`src/rtl/cfgw_pkg.sv`:
```
package cfgw_pkg;
  localparam int CFG_DW = 32;

  typedef enum logic [1:0] {
    SZ_BYTE = 2'd0,
    SZ_HALF = 2'd1,
    SZ_WORD = 2'd2
  } cfg_size_e;

  typedef enum logic [2:0] {
    ST_IDLE,
    ST_ADDR,
    ST_RD,
    ST_WR,
    ST_DONE
  } seq_state_e;

  // all ones at the width a request asks for
  function automatic logic [CFG_DW-1:0] size_ones(input logic [1:0] sz);
    logic [CFG_DW-1:0] m;
    case (sz)
      2'd0:    m = CFG_DW'(8'hFF);
      2'd1:    m = CFG_DW'(16'hFFFF);
      default: m = '1;
    endcase
    return m;
  endfunction
endpackage

```
`src/rtl/cfgw_addr_gen.sv`:
```
module cfgw_addr_gen #(
  parameter int DW        = 32,
  parameter int BW        = 8,
  parameter int FW        = 8,
  parameter int OW        = 8,
  parameter int BUS_MAX   = 7,
  parameter int DEVFN_MAX = 127
) (
  input  logic [BW-1:0] bus,
  input  logic [FW-1:0] devfn,
  input  logic [OW-1:0] offset,
  output logic          in_range,
  output logic [DW-1:0] addr_word
);
  localparam int PADW = DW - BW - FW - OW;

  logic type1;

  always_comb begin
    in_range  = (int'(bus) <= BUS_MAX) && (int'(devfn) <= DEVFN_MAX);
    type1     = (bus != '0);
    addr_word = {{PADW{1'b0}}, bus, devfn, offset[OW-1:2], 1'b0, type1};
  end
endmodule

```
`src/rtl/cfgw_lane_unit.sv`:
```
module cfgw_lane_unit #(
  parameter int DW = 32
) (
  input  logic [DW-1:0] dword,
  input  logic [DW-1:0] wval,
  input  logic [1:0]    size,
  input  logic [1:0]    off,
  output logic [DW-1:0] rd_ext,
  output logic [DW-1:0] merged
);
  localparam int NB = DW / 8;

  // read side: shift the addressed lane down, then cut to width
  always_comb begin
    case (size)
      2'd0:    rd_ext = (dword >> (8 * off))       & DW'(8'hFF);
      2'd1:    rd_ext = (dword >> (16 * off[1]))   & DW'(16'hFFFF);
      default: rd_ext = dword;
    endcase
  end

  // write side: per byte lane, keep the fetched byte or take the new one
  for (genvar i = 0; i < NB; i++) begin : g_lane
    logic       sel;
    logic [7:0] src;
    always_comb begin
      case (size)
        2'd0: begin
          sel = (off == 2'(i));
          src = wval[7:0];
        end
        2'd1: begin
          sel = (off[1] == 1'((i >> 1) & 1));
          src = wval[8*(i%2) +: 8];
        end
        default: begin
          sel = 1'b1;
          src = wval[8*i +: 8];
        end
      endcase
    end
    assign merged[8*i +: 8] = sel ? src : dword[8*i +: 8];
  end
endmodule

```
`src/rtl/cfgw_seq.sv`:
```
module cfgw_seq
  import cfgw_pkg::*;
#(
  parameter int          DW       = 32,
  parameter int          RW       = 12,
  parameter logic [11:0] ADDR_OFS = 12'h500,
  parameter int          STEP     = 4
) (
  input  logic          clk,
  input  logic          rst,
  input  logic          req_valid,
  output logic          req_ready,
  input  logic          req_write,
  input  logic [1:0]    req_size,
  input  logic [1:0]    req_off_lo,
  input  logic [DW-1:0] req_wdata,
  input  logic          in_range,
  input  logic [DW-1:0] addr_word,
  output logic          rsp_done,
  output logic          rsp_notfound,
  output logic [DW-1:0] rsp_rdata,
  output logic          be_valid,
  output logic          be_write,
  output logic [RW-1:0] be_addr,
  output logic [DW-1:0] be_wdata,
  input  logic          be_ack,
  input  logic          be_rdata_ok,
  output logic [1:0]    size_q,
  output logic [1:0]    off_q,
  output logic [DW-1:0] wbuf_q,
  input  logic [DW-1:0] rd_ext,
  input  logic [DW-1:0] merged
);
  localparam logic [RW-1:0] A_REG = RW'(ADDR_OFS);
  localparam logic [RW-1:0] D_REG = RW'(ADDR_OFS + STEP);

  seq_state_e    state;
  logic          wr_q;
  logic          rmw_q;
  logic [DW-1:0] addr_q;
  logic          word_q;

  assign word_q = size_q[1];

  always_ff @(posedge clk) begin
    if (rst) begin
      state        <= ST_IDLE;
      wr_q         <= 1'b0;
      rmw_q        <= 1'b0;
      size_q       <= '0;
      off_q        <= '0;
      addr_q       <= '0;
      wbuf_q       <= '0;
      rsp_rdata    <= '0;
      rsp_notfound <= 1'b0;
    end else begin
      case (state)
        ST_IDLE: begin
          if (req_valid) begin
            wr_q      <= req_write;
            size_q    <= req_size;
            off_q     <= req_off_lo;
            addr_q    <= addr_word;
            wbuf_q    <= req_wdata;
            rmw_q     <= 1'b0;
            rsp_rdata <= '0;
            if (!in_range) begin
              rsp_notfound <= 1'b1;
              if (!req_write) rsp_rdata <= size_ones(req_size);
              state <= ST_DONE;
            end else begin
              rsp_notfound <= 1'b0;
              state        <= ST_ADDR;
            end
          end
        end
        ST_ADDR: begin
          if (be_ack) state <= (wr_q && (rmw_q || word_q)) ? ST_WR : ST_RD;
        end
        ST_RD: begin
          if (be_ack) begin
            if (wr_q) begin
              wbuf_q <= merged;
              rmw_q  <= 1'b1;
              state  <= ST_ADDR;
            end else begin
              rsp_rdata <= rd_ext;
              state     <= ST_DONE;
            end
          end
        end
        ST_WR: begin
          if (be_ack) state <= ST_DONE;
        end
        default: state <= ST_IDLE;
      endcase
    end
  end

  always_comb begin
    req_ready = (state == ST_IDLE);
    rsp_done  = (state == ST_DONE);
    be_valid  = (state == ST_ADDR) || (state == ST_RD) || (state == ST_WR);
    be_write  = (state != ST_RD);
    be_addr   = (state == ST_ADDR) ? A_REG : D_REG;
    be_wdata  = (state == ST_ADDR) ? addr_q : wbuf_q;
  end

  logic unused_ok;
  assign unused_ok = be_rdata_ok;
endmodule

```
`src/rtl/cfg_subword_adapter.sv`:
```
module cfg_subword_adapter
  import cfgw_pkg::*;
#(
  parameter int          DW        = CFG_DW,
  parameter int          RW        = 12,
  parameter int          BW        = 8,
  parameter int          FW        = 8,
  parameter int          OW        = 8,
  parameter int          BUS_MAX   = 7,
  parameter int          DEVFN_MAX = 127,
  parameter logic [11:0] ADDR_OFS  = 12'h500,
  parameter int          STEP      = 4
) (
  input  logic          clk,
  input  logic          rst,
  input  logic          req_valid,
  output logic          req_ready,
  input  logic          req_write,
  input  logic [1:0]    req_size,
  input  logic [BW-1:0] req_bus,
  input  logic [FW-1:0] req_devfn,
  input  logic [OW-1:0] req_offset,
  input  logic [DW-1:0] req_wdata,
  output logic          rsp_done,
  output logic          rsp_notfound,
  output logic [DW-1:0] rsp_rdata,
  output logic          be_valid,
  output logic          be_write,
  output logic [RW-1:0] be_addr,
  output logic [DW-1:0] be_wdata,
  input  logic          be_ack,
  input  logic [DW-1:0] be_rdata,
  input  logic          be_timeout
);
  logic          in_range;
  logic [DW-1:0] addr_word;
  logic [1:0]    size_q;
  logic [1:0]    off_q;
  logic [DW-1:0] wbuf_q;
  logic [DW-1:0] fetched;
  logic [DW-1:0] rd_ext;
  logic [DW-1:0] merged;

  // a silent target reads back as all ones
  assign fetched = be_timeout ? '1 : be_rdata;

  cfgw_addr_gen #(
    .DW(DW), .BW(BW), .FW(FW), .OW(OW),
    .BUS_MAX(BUS_MAX), .DEVFN_MAX(DEVFN_MAX)
  ) u_addr (
    .bus      (req_bus),
    .devfn    (req_devfn),
    .offset   (req_offset),
    .in_range (in_range),
    .addr_word(addr_word)
  );

  cfgw_lane_unit #(.DW(DW)) u_lane (
    .dword (fetched),
    .wval  (wbuf_q),
    .size  (size_q),
    .off   (off_q),
    .rd_ext(rd_ext),
    .merged(merged)
  );

  cfgw_seq #(
    .DW(DW), .RW(RW), .ADDR_OFS(ADDR_OFS), .STEP(STEP)
  ) u_seq (
    .clk         (clk),
    .rst         (rst),
    .req_valid   (req_valid),
    .req_ready   (req_ready),
    .req_write   (req_write),
    .req_size    (req_size),
    .req_off_lo  (req_offset[1:0]),
    .req_wdata   (req_wdata),
    .in_range    (in_range),
    .addr_word   (addr_word),
    .rsp_done    (rsp_done),
    .rsp_notfound(rsp_notfound),
    .rsp_rdata   (rsp_rdata),
    .be_valid    (be_valid),
    .be_write    (be_write),
    .be_addr     (be_addr),
    .be_wdata    (be_wdata),
    .be_ack      (be_ack),
    .be_rdata_ok (be_timeout),
    .size_q      (size_q),
    .off_q       (off_q),
    .wbuf_q      (wbuf_q),
    .rd_ext      (rd_ext),
    .merged      (merged)
  );
endmodule

```
`config.mk`:
```
export PLATFORM = sky130hd
export DESIGN_NAME = cfg_subword_adapter
export DESIGN_NICKNAME = d
export VERILOG_FILES = /design/src/rtl/cfgw_pkg.sv /design/src/rtl/cfgw_addr_gen.sv /design/src/rtl/cfgw_lane_unit.sv /design/src/rtl/cfgw_seq.sv /design/src/rtl/cfg_subword_adapter.sv
export SDC_FILE = /design/constraint.sdc
export NUM_CORES = 1
export LEC_CHECK = 0
export CORE_ASPECT_RATIO = 1.25
export CORE_MARGIN = 5
export CORE_UTILIZATION = 42
export DETAILED_ROUTE_END_ITERATION = 12
export PLACE_DENSITY = 0.88
export SETUP_SLACK_MARGIN = 0.05
export SLEW_MARGIN = 0
export SYNTH_ARGS = -nofsm -noshare
export SYNTH_HDL_FRONTEND = slang
export SYNTH_SLANG_ARGS = --single-unit
```
`constraint.sdc`:
```
create_clock -name clk -period 1.6 [get_ports clk]
set_input_delay 0.24 -clock clk [delete_from_list [all_inputs] [get_ports clk]]
set_output_delay 0.24 -clock clk [all_outputs]
set_load 0.05 [all_outputs]
```
After elaboration in Yosys (flattened, before gate mapping)
Index checks and enable logic that the tools add are counted.
- shift-type cells: 2
- mux-type cells: 39
- bitwise operators: 1
- magnitude comparators: 2
- reduce and logical (&&, ||, !) cells: 20
- equal/unequal tests: 20
- operators with widths (operator ; number):
    $mux W32 ; 10
    $pmux W32 S2 ; 4
    $mux W8 ; 6
    $shr A32 B5 Y16 ; 1
    $shr A32 B5 Y8 ; 1
    $mux W3 ; 7
    $reduce_and A5 Y1 ; 4
    $pmux W8 S2 ; 1
    $ne A2 B2 Y1 const B ; 6
    $pmux W3 S4 ; 1
    $reduce_and A4 Y1 ; 3
    $pmux W1 S2 ; 5
    $le A8 B3 Y1 const B ; 1
    $le A8 B7 Y1 const B ; 1
    $reduce_bool A8 Y1 ; 1
    $eq A2 B1 Y1 const B ; 3
    $eq A3 B2 Y1 const B ; 2
    $logic_not A2 Y1 ; 3
    $ne A3 B3 Y1 const B ; 2
    $mux W1 ; 5
    $eq A2 B2 Y1 const B ; 2
    $ne A4 B4 Y1 const B ; 1
    $eq A3 B1 Y1 const B ; 1
    $eq A3 B3 Y1 const B ; 1
    9 further kinds ; 12
- logic and storage cells: 96
- flip-flop bits (word level): 97
- output and inout port bits: 81
- input port bits: 96

Logic depth before layout (Yosys ltp)
Gate-level depths: netlist of the first run.
- word-level depth: 7
- mapped depth: 8
- gate-level depth less buffers: 5

Cells and area by module
A second synthesis of the first run with hierarchy kept.
- cells, all modules: 783
- area, all modules: 6707.7 um^2
- by module, submodules not included (module ; area each (um^2) ; cells each ; instances ; sequential area each (um^2)):
    cfgw_seq ; 4929.7 ; 543 ; 1 ; 2122.0
    cfgw_lane_unit ; 1266.2 ; 167 ; 1 ; 0.0
    cfgw_addr_gen ; 277.8 ; 38 ; 1 ; 0.0
    cfg_subword_adapter ; 234.0 ; 35 ; 1 ; 0.0

Worst setup path before layout of the first run
OpenSTA, ideal clock, no wires.
- kind: flip-flop to output port
- start: register u_seq.state[0]
- end: output port be_wdata[2]
- arrival: 2.135 ns
- slack: -0.775 ns
- stages on the path, launching flop included: 7
- required time: 1.360 ns
- buffers on the path: 3
- path through: dfxtp_1 -> buf_2 -> nor2b_1 -> nor2b_1 -> buf_2 -> clkbuf_1 -> o21ai_0
- longest elaborated chain between the ends: 2
- RTL lines (what ; RTL line ; RTL):
    from (decl) ; cfgw_seq.sv:37 ; seq_state_e state;
    from (signal assigned) ; cfgw_seq.sv:78 ; if (be_ack) state <= (wr_q && (rmw_q || word_q)) ? ST_WR : ST_RD;
    $eq A3 B1 Y1 ; cfgw_seq.sv:106 ; be_wdata = (state == ST_ADDR) ? addr_q : wbuf_q;
    $mux W32 ; cfgw_seq.sv:106 ;
    to (decl) ; cfg_subword_adapter.sv:30 ; output logic [DW-1:0] be_wdata,
Every way passes these cells.

Worst setup path in the final report of the first run
- start: register u_seq.size_q[0]
- end: register u_seq.wbuf_q[18]
- longest elaborated chain between the ends: 6
- elaborated cells on any way between the ends: 10
- those cells by class: 2 x eq/ne; 5 x mux; 3 x reduce/logical
- RTL lines (what ; RTL line ; RTL):
    from (decl) ; cfgw_seq.sv:28 ; output logic [1:0] size_q,
    from (signal assigned) ; cfgw_seq.sv:61 ; size_q <= req_size;
    $eq A2 B1 Y1 / $logic_not A2 Y1 (equally long branches) ; cfgw_lane_unit.sv:27 ; case (size)
    $pmux W1 S2 ; cfgw_lane_unit.sv:27 ;
    $mux W8 ; cfgw_lane_unit.sv:42 ; assign merged[8*i +: 8] = sel ? src : dword[8*i +: 8];
    $mux W32 ; cfgw_seq.sv:82 ; if (wr_q) begin
    $mux W32 ; cfgw_seq.sv:81 ; if (be_ack) begin
    $pmux W32 S2 ; cfgw_seq.sv:57 ; case (state)
    to (signal assigned) ; cfgw_seq.sv:64 ; wbuf_q <= req_wdata;
    to (signal assigned) ; cfgw_seq.sv:83 ; wbuf_q <= merged;
    to (decl) ; cfgw_seq.sv:30 ; output logic [DW-1:0] wbuf_q,
Parallel ways exist; a longest one is shown, timed or not. The select of a mux whose other input is x is not followed.
A chain may end at the register's enable or synchronous reset.

==> flow_results.xml, run 1 <==
<?xml version="1.0" encoding="UTF-8"?>
<metrics>
  <group name="clock_tree">
    <metric name="cts_inserted_buffers" unit="">9</metric>
    <metric name="worstSkewPairLatency" unit="ns">0.36</metric>
    <metric name="tritoncts" unit="">done</metric>
    <metric name="clk_transition_reported_paths" unit="ns">0.07</metric>
    <metric name="cts_sinks" unit="">97</metric>
    <metric name="ctsRootBufferMaster" unit="">sky130_fd_sc_hd__clkbuf_16</metric>
    <metric name="clock_tree.buffer_depth" unit="">2</metric>
    <metric name="cts_hold_repair.buffers" unit="">0</metric>
    <metric name="htree_num_levels" unit="">3</metric>
  </group>
  <group name="floorplanning">
    <metric name="floorplan.die_area" unit="um2">15000</metric>
    <metric name="std_cell_rows" unit="">46</metric>
    <metric name="floorplan.die.height" unit="um">136</metric>
    <metric name="core_area" unit="um2">12500</metric>
    <metric name="fp.dieW" unit="um">111</metric>
    <metric name="effective_utilization_at_floorplan" unit="">0.424</metric>
    <metric name="ios" unit="">177</metric>
  </group>
  <group name="cells_and_area">
    <metric name="insertedDiodeCount" unit="">0</metric>
    <metric name="layout.nets" unit="">1047</metric>
    <metric name="post_route_cells_drive_above_1_share" unit="">0.496</metric>
    <metric name="n_fill_cell" unit="">640</metric>
    <metric name="syn2layout_area_growth" unit="%">89.1</metric>
    <metric name="mostFrequentLayoutCells" unit="">sky130_fd_sc_hd__buf_4, sky130_fd_sc_hd__dfxtp_1, sky130_fd_sc_hd__clkdlybuf4s50_1</metric>
    <metric name="layout_commonest_cell" unit="">sky130_fd_sc_hd__buf_4</metric>
  </group>
  <group name="worst_setup_path">
    <metric name="worst_r2r_path_depth" unit="">6</metric>
    <metric name="cp.arrival" unit="ns">2.32</metric>
    <metric name="crit_path_start_kind" unit="">flop</metric>
    <metric name="cp-end-kind" unit="">flop</metric>
    <metric name="critical-path-slowest-cell" unit="">sky130_fd_sc_hd__a2111oi_2</metric>
    <metric name="crit_path_cell_trace" unit="">nand2b_4 -&gt; a2111oi_2 -&gt; buf_4 -&gt; a211oi_1 -&gt; a21oi_1 -&gt; a211oi_2</metric>
    <metric name="critical_path_buf_inv_count" unit="">1</metric>
    <metric name="crit_family" unit="">compound AO/OA/AOI/OAI gates</metric>
    <metric name="regToRegStartpoint" unit="">u_seq.size_q[0]</metric>
    <metric name="max_stage_delay" unit="ns">0.77</metric>
    <metric name="critPathMaxFanout" unit="">5</metric>
    <metric name="crit_path_kind" unit="">reg -&gt; reg</metric>
    <metric name="critical_path.reg2reg.endpoint" unit="">u_seq.wbuf_q[18]</metric>
    <metric name="crit_required" unit="ns">1.85</metric>
    <metric name="regToRegSetupSlack" unit="ns">-0.47</metric>
  </group>
  <group name="drt">
    <metric name="wirelength" unit="mm">29.6</metric>
    <metric name="routedWlPerCell" unit="um">26.3</metric>
    <metric name="vias" unit="">7290</metric>
    <metric name="drtPass1Iterations" unit="">6</metric>
    <metric name="vias_per_cell" unit="">6.49</metric>
    <metric name="postRouteAntennaNets" unit="">0</metric>
    <metric name="drtIter0Drc" unit="">899</metric>
    <metric name="post_detailed_route_drc_marker_count" unit="">0</metric>
  </group>
  <group name="logic_synthesis">
    <metric name="synth.largest_area_cell" unit="">sky130_fd_sc_hd__dfxtp_1</metric>
    <metric name="yosys_register_bits" unit="">97</metric>
    <metric name="postSynth.asyncResetShare" unit="">0</metric>
    <metric name="avgSynthCellArea" unit="um2">7.81</metric>
    <metric name="synth_cell_type_count" unit="">52</metric>
    <metric name="yosys_most_used_dff" unit="">sky130_fd_sc_hd__dfxtp_1</metric>
    <metric name="synthCells" unit="">682</metric>
    <metric name="yosysWarnings" unit="">0</metric>
    <metric name="synth.top_cell.area_share" unit="">0.365</metric>
    <metric name="ys_seq_area_frac" unit="">0.365</metric>
    <metric name="post_synthesis_cell_area" unit="um2">5330</metric>
    <metric name="synth_enable_flop_cells" unit="">0</metric>
    <metric name="top_post_synthesis_cells_by_area" unit="">sky130_fd_sc_hd__dfxtp_1, sky130_fd_sc_hd__nand2_1, sky130_fd_sc_hd__nor2_1</metric>
  </group>
  <group name="timing">
    <metric name="rsz0062_at_grt" unit="">yes</metric>
    <metric name="final.min_clock_period" unit="ns">2.07</metric>
    <metric name="fin_skew" unit="ns">0.00728</metric>
    <metric name="setup_violations" unit="">131</metric>
    <metric name="slew_violations" unit="">0</metric>
    <metric name="whs" unit="ns">0.160</metric>
    <metric name="worst_slack" unit="ns">-0.470</metric>
    <metric name="total_count_of_hold_check_failures_in_the_final_report" unit="">0</metric>
    <metric name="max_clock_freq" unit="MHz">483</metric>
    <metric name="max_slew.worst_pin.slew" unit="ns">0.789</metric>
    <metric name="layout_worst_path_cycle_share" unit="">1.29</metric>
    <metric name="slew_headroom" unit="">0.473</metric>
  </group>
  <group name="place">
    <metric name="hpwlAfterDp" unit="mm">14.9</metric>
    <metric name="buffers_on_ports" unit="">165</metric>
    <metric name="gp_weighted_congestion" unit="">0.927</metric>
  </group>
  <group name="global_route">
    <metric name="grt_pass1_vias" unit="">6946</metric>
    <metric name="grt_first_pass_wirelength" unit="mm">38.8</metric>
    <metric name="antenna_found_initial" unit="">0</metric>
    <metric name="grt_util_all_layers" unit="">0.327</metric>
    <metric name="grt_max_degree" unit="">28</metric>
    <metric name="gr-total-overflow" unit="">0</metric>
  </group>
  <group name="power_and_ir_drop">
    <metric name="vdd_ir_drop_max" unit="mV">0.583</metric>
    <metric name="p_seq_frac" unit="">0.355</metric>
    <metric name="power.share.switching" unit="">0.356</metric>
    <metric name="clock_network_fraction_of_total_power" unit="">0.296</metric>
    <metric name="power.net_switching" unit="mW">2.75</metric>
    <metric name="cellPowerDensity" unit="nW/um2">769</metric>
    <metric name="total_power" unit="mW">7.74</metric>
    <metric name="power_leakage" unit="nW">4.10</metric>
    <metric name="internal_power" unit="mW">4.99</metric>
    <metric name="combPwrFrac" unit="">0.349</metric>
  </group>
  <group name="run_status">
    <metric name="violations" unit="">negative setup slack</metric>
    <metric name="run_status" unit="">complete, but fails checks</metric>
  </group>
  <group name="job">
    <metric name="max_capacitance_violation_count" unit="">0</metric>
  </group>
  <group name="worst_hold_path">
    <metric name="min-delay-path-class" unit="">in -&gt; reg</metric>
    <metric name="hold_path_depth" unit="">3</metric>
    <metric name="worst_hold_path_startpoint" unit="">req_bus[6]</metric>
    <metric name="whs_endpoint" unit="">u_seq.addr_q[22]</metric>
  </group>
</metrics>
-- cell type report --
class | instances | area (um2) | share of cell area
clock buffer | 10 | 239 | 0.0237
clock inverter | 6 | 67.6 | 0.00671
inverter | 6 | 37.5 | 0.00373
multi-input combinational | 519 | 4090 | 0.407
sequential | 97 | 1950 | 0.194
tap | 168 | 210 | 0.0209
timing repair buffer | 318 | 3470 | 0.344
-- worst max path at each step --
stage	end	startpoint	cells past startpoint	slack, ns
detailed placement	u_seq.rsp_rdata[16]	req_bus[4]	7	-0.47
global placement	u_seq.rsp_rdata[16]	req_bus[4]	7	-0.42
CTS	be_wdata[5]	u_seq.state[0]	5	-0.43
global route	u_seq.wbuf_q[18]	u_seq.size_q[0]	6	-0.51
finish	u_seq.wbuf_q[18]	u_seq.size_q[0]	6	-0.47
floorplan	be_wdata[2]	u_seq.state[0]	6	-0.08
-- registers in the layout, indices dropped and copies added, names as in the netlist --
name	cells
u_seq.state	3
u_seq.size_q	2
u_seq.off_q	2
u_seq.wbuf_q	32
u_seq.addr_q	23
u_seq.rsp_notfound	1
u_seq.rmw_q	1
u_seq.rsp_rdata	32
u_seq.wr_q	1
-- cell usage after synthesis, types with 4 or more instances --
cell                       number
sky130_fd_sc_hd__clkbuf_1      27
sky130_fd_sc_hd__dfxtp_1       97
sky130_fd_sc_hd__nand2_1      112
sky130_fd_sc_hd__buf_2         26
sky130_fd_sc_hd__nor3_1         9
sky130_fd_sc_hd__a311oi_1      25
sky130_fd_sc_hd__or3_1          4
sky130_fd_sc_hd__o21ai_0       40
sky130_fd_sc_hd__a21oi_1       57
sky130_fd_sc_hd__a211oi_1      36
sky130_fd_sc_hd__buf_4         15
sky130_fd_sc_hd__or2_2          4
sky130_fd_sc_hd__mux2i_1        8
sky130_fd_sc_hd__o21a_1         6
sky130_fd_sc_hd__mux2_2        30
sky130_fd_sc_hd__inv_1          4
sky130_fd_sc_hd__nor2_1        92
sky130_fd_sc_hd__o211ai_1      26
sky130_fd_sc_hd__o31ai_1        6
sky130_fd_sc_hd__nor2b_1       14
-- power by group through the flow --
stage	Combinational, mW	Clock [mW]	Sequential [mW]
after global routing	2.78	2.37	2.76
after floorplan	0.965	0	2.95
final	2.70	2.29	2.75
after CTS	2.36	2.25	2.71
after detailed placement	2.03	0	2.76
after global placement	2.00	0	2.76
-- logic make-up (layout without fill, tap and decap cells) --
kind of cell	after synthesis	count (layout)	share of synthesized area
simple gates	253	253	0.207
compound gates	215	216	0.273
flops	97	97	0.365
buf+inv	76	340	0.0717
mux	39	39	0.0827
other cells	2	11	0.00141
-- routing by layer --
| layer | part of all wire | track usage | vias up |
|---|---|---|---|
| met2 | 0.46 | 0.546 | 699 |
| met1 | 0.34 | 0.359 | 3387 |
| met5 | 0 | 0 | - |
| met4 | 0.089 | 0.243 | 0 |
| met3 | 0.11 | 0.0828 | 255 |
| li1 | - | - | 2949 |
-- through the flow --
| stage | instance area [um2] | util | setup slack (ns) | instances | setup TNS (ns) |
|---|---|---|---|---|---|
| after global placement | 7780 | 0.620 | -0.423 | 1049 | -31.08 |
| after CTS | 9260 | 0.738 | -0.430 | 1098 | -24.79 |
| after detailed placement | 7780 | 0.620 | -0.472 | 1049 | -36.15 |
| after global routing | 10100 | 0.802 | -0.505 | 1124 | -38.91 |
| after floorplan | 5550 | - | -0.0792 | 691 | -0.631 |
| final | 10100 | 0.802 | -0.470 | 1124 | -33.98 |
-- worst reg2reg max path: stages, from the launching register on --
cell	delay [ns]
sky130_fd_sc_hd__dfxtp_1	0.35
sky130_fd_sc_hd__nand2b_4	0.19
sky130_fd_sc_hd__a2111oi_2	0.77
sky130_fd_sc_hd__buf_4	0.24
sky130_fd_sc_hd__a211oi_1	0.06
sky130_fd_sc_hd__a21oi_1	0.24
sky130_fd_sc_hd__a211oi_2	0.11
-- repair_timing --
item / in CTS / in global routing
endpoints found under the setup margin: 132 / 132
pin swaps: 65 / 58
buffers inserted: 24 / 27
cloned: 10 / 4
gates resized for setup: 219 / 143
No activity file was read; power rests on OpenSTA's default activity.
==> inputs of run 2 (changes only) <==
--- a/config.mk
+++ b/config.mk
@@ -8,6 +8,7 @@
 export CORE_ASPECT_RATIO = 1.25
 export CORE_MARGIN = 5
 export CORE_UTILIZATION = 42
+export CTS_CLUSTER_SIZE = 8
 export DETAILED_ROUTE_END_ITERATION = 12
 export PLACE_DENSITY = 0.88
 export SETUP_SLACK_MARGIN = 0.05
==> results of run 2 <==
Final layout, timing and power as in run 1 (identical DEF).
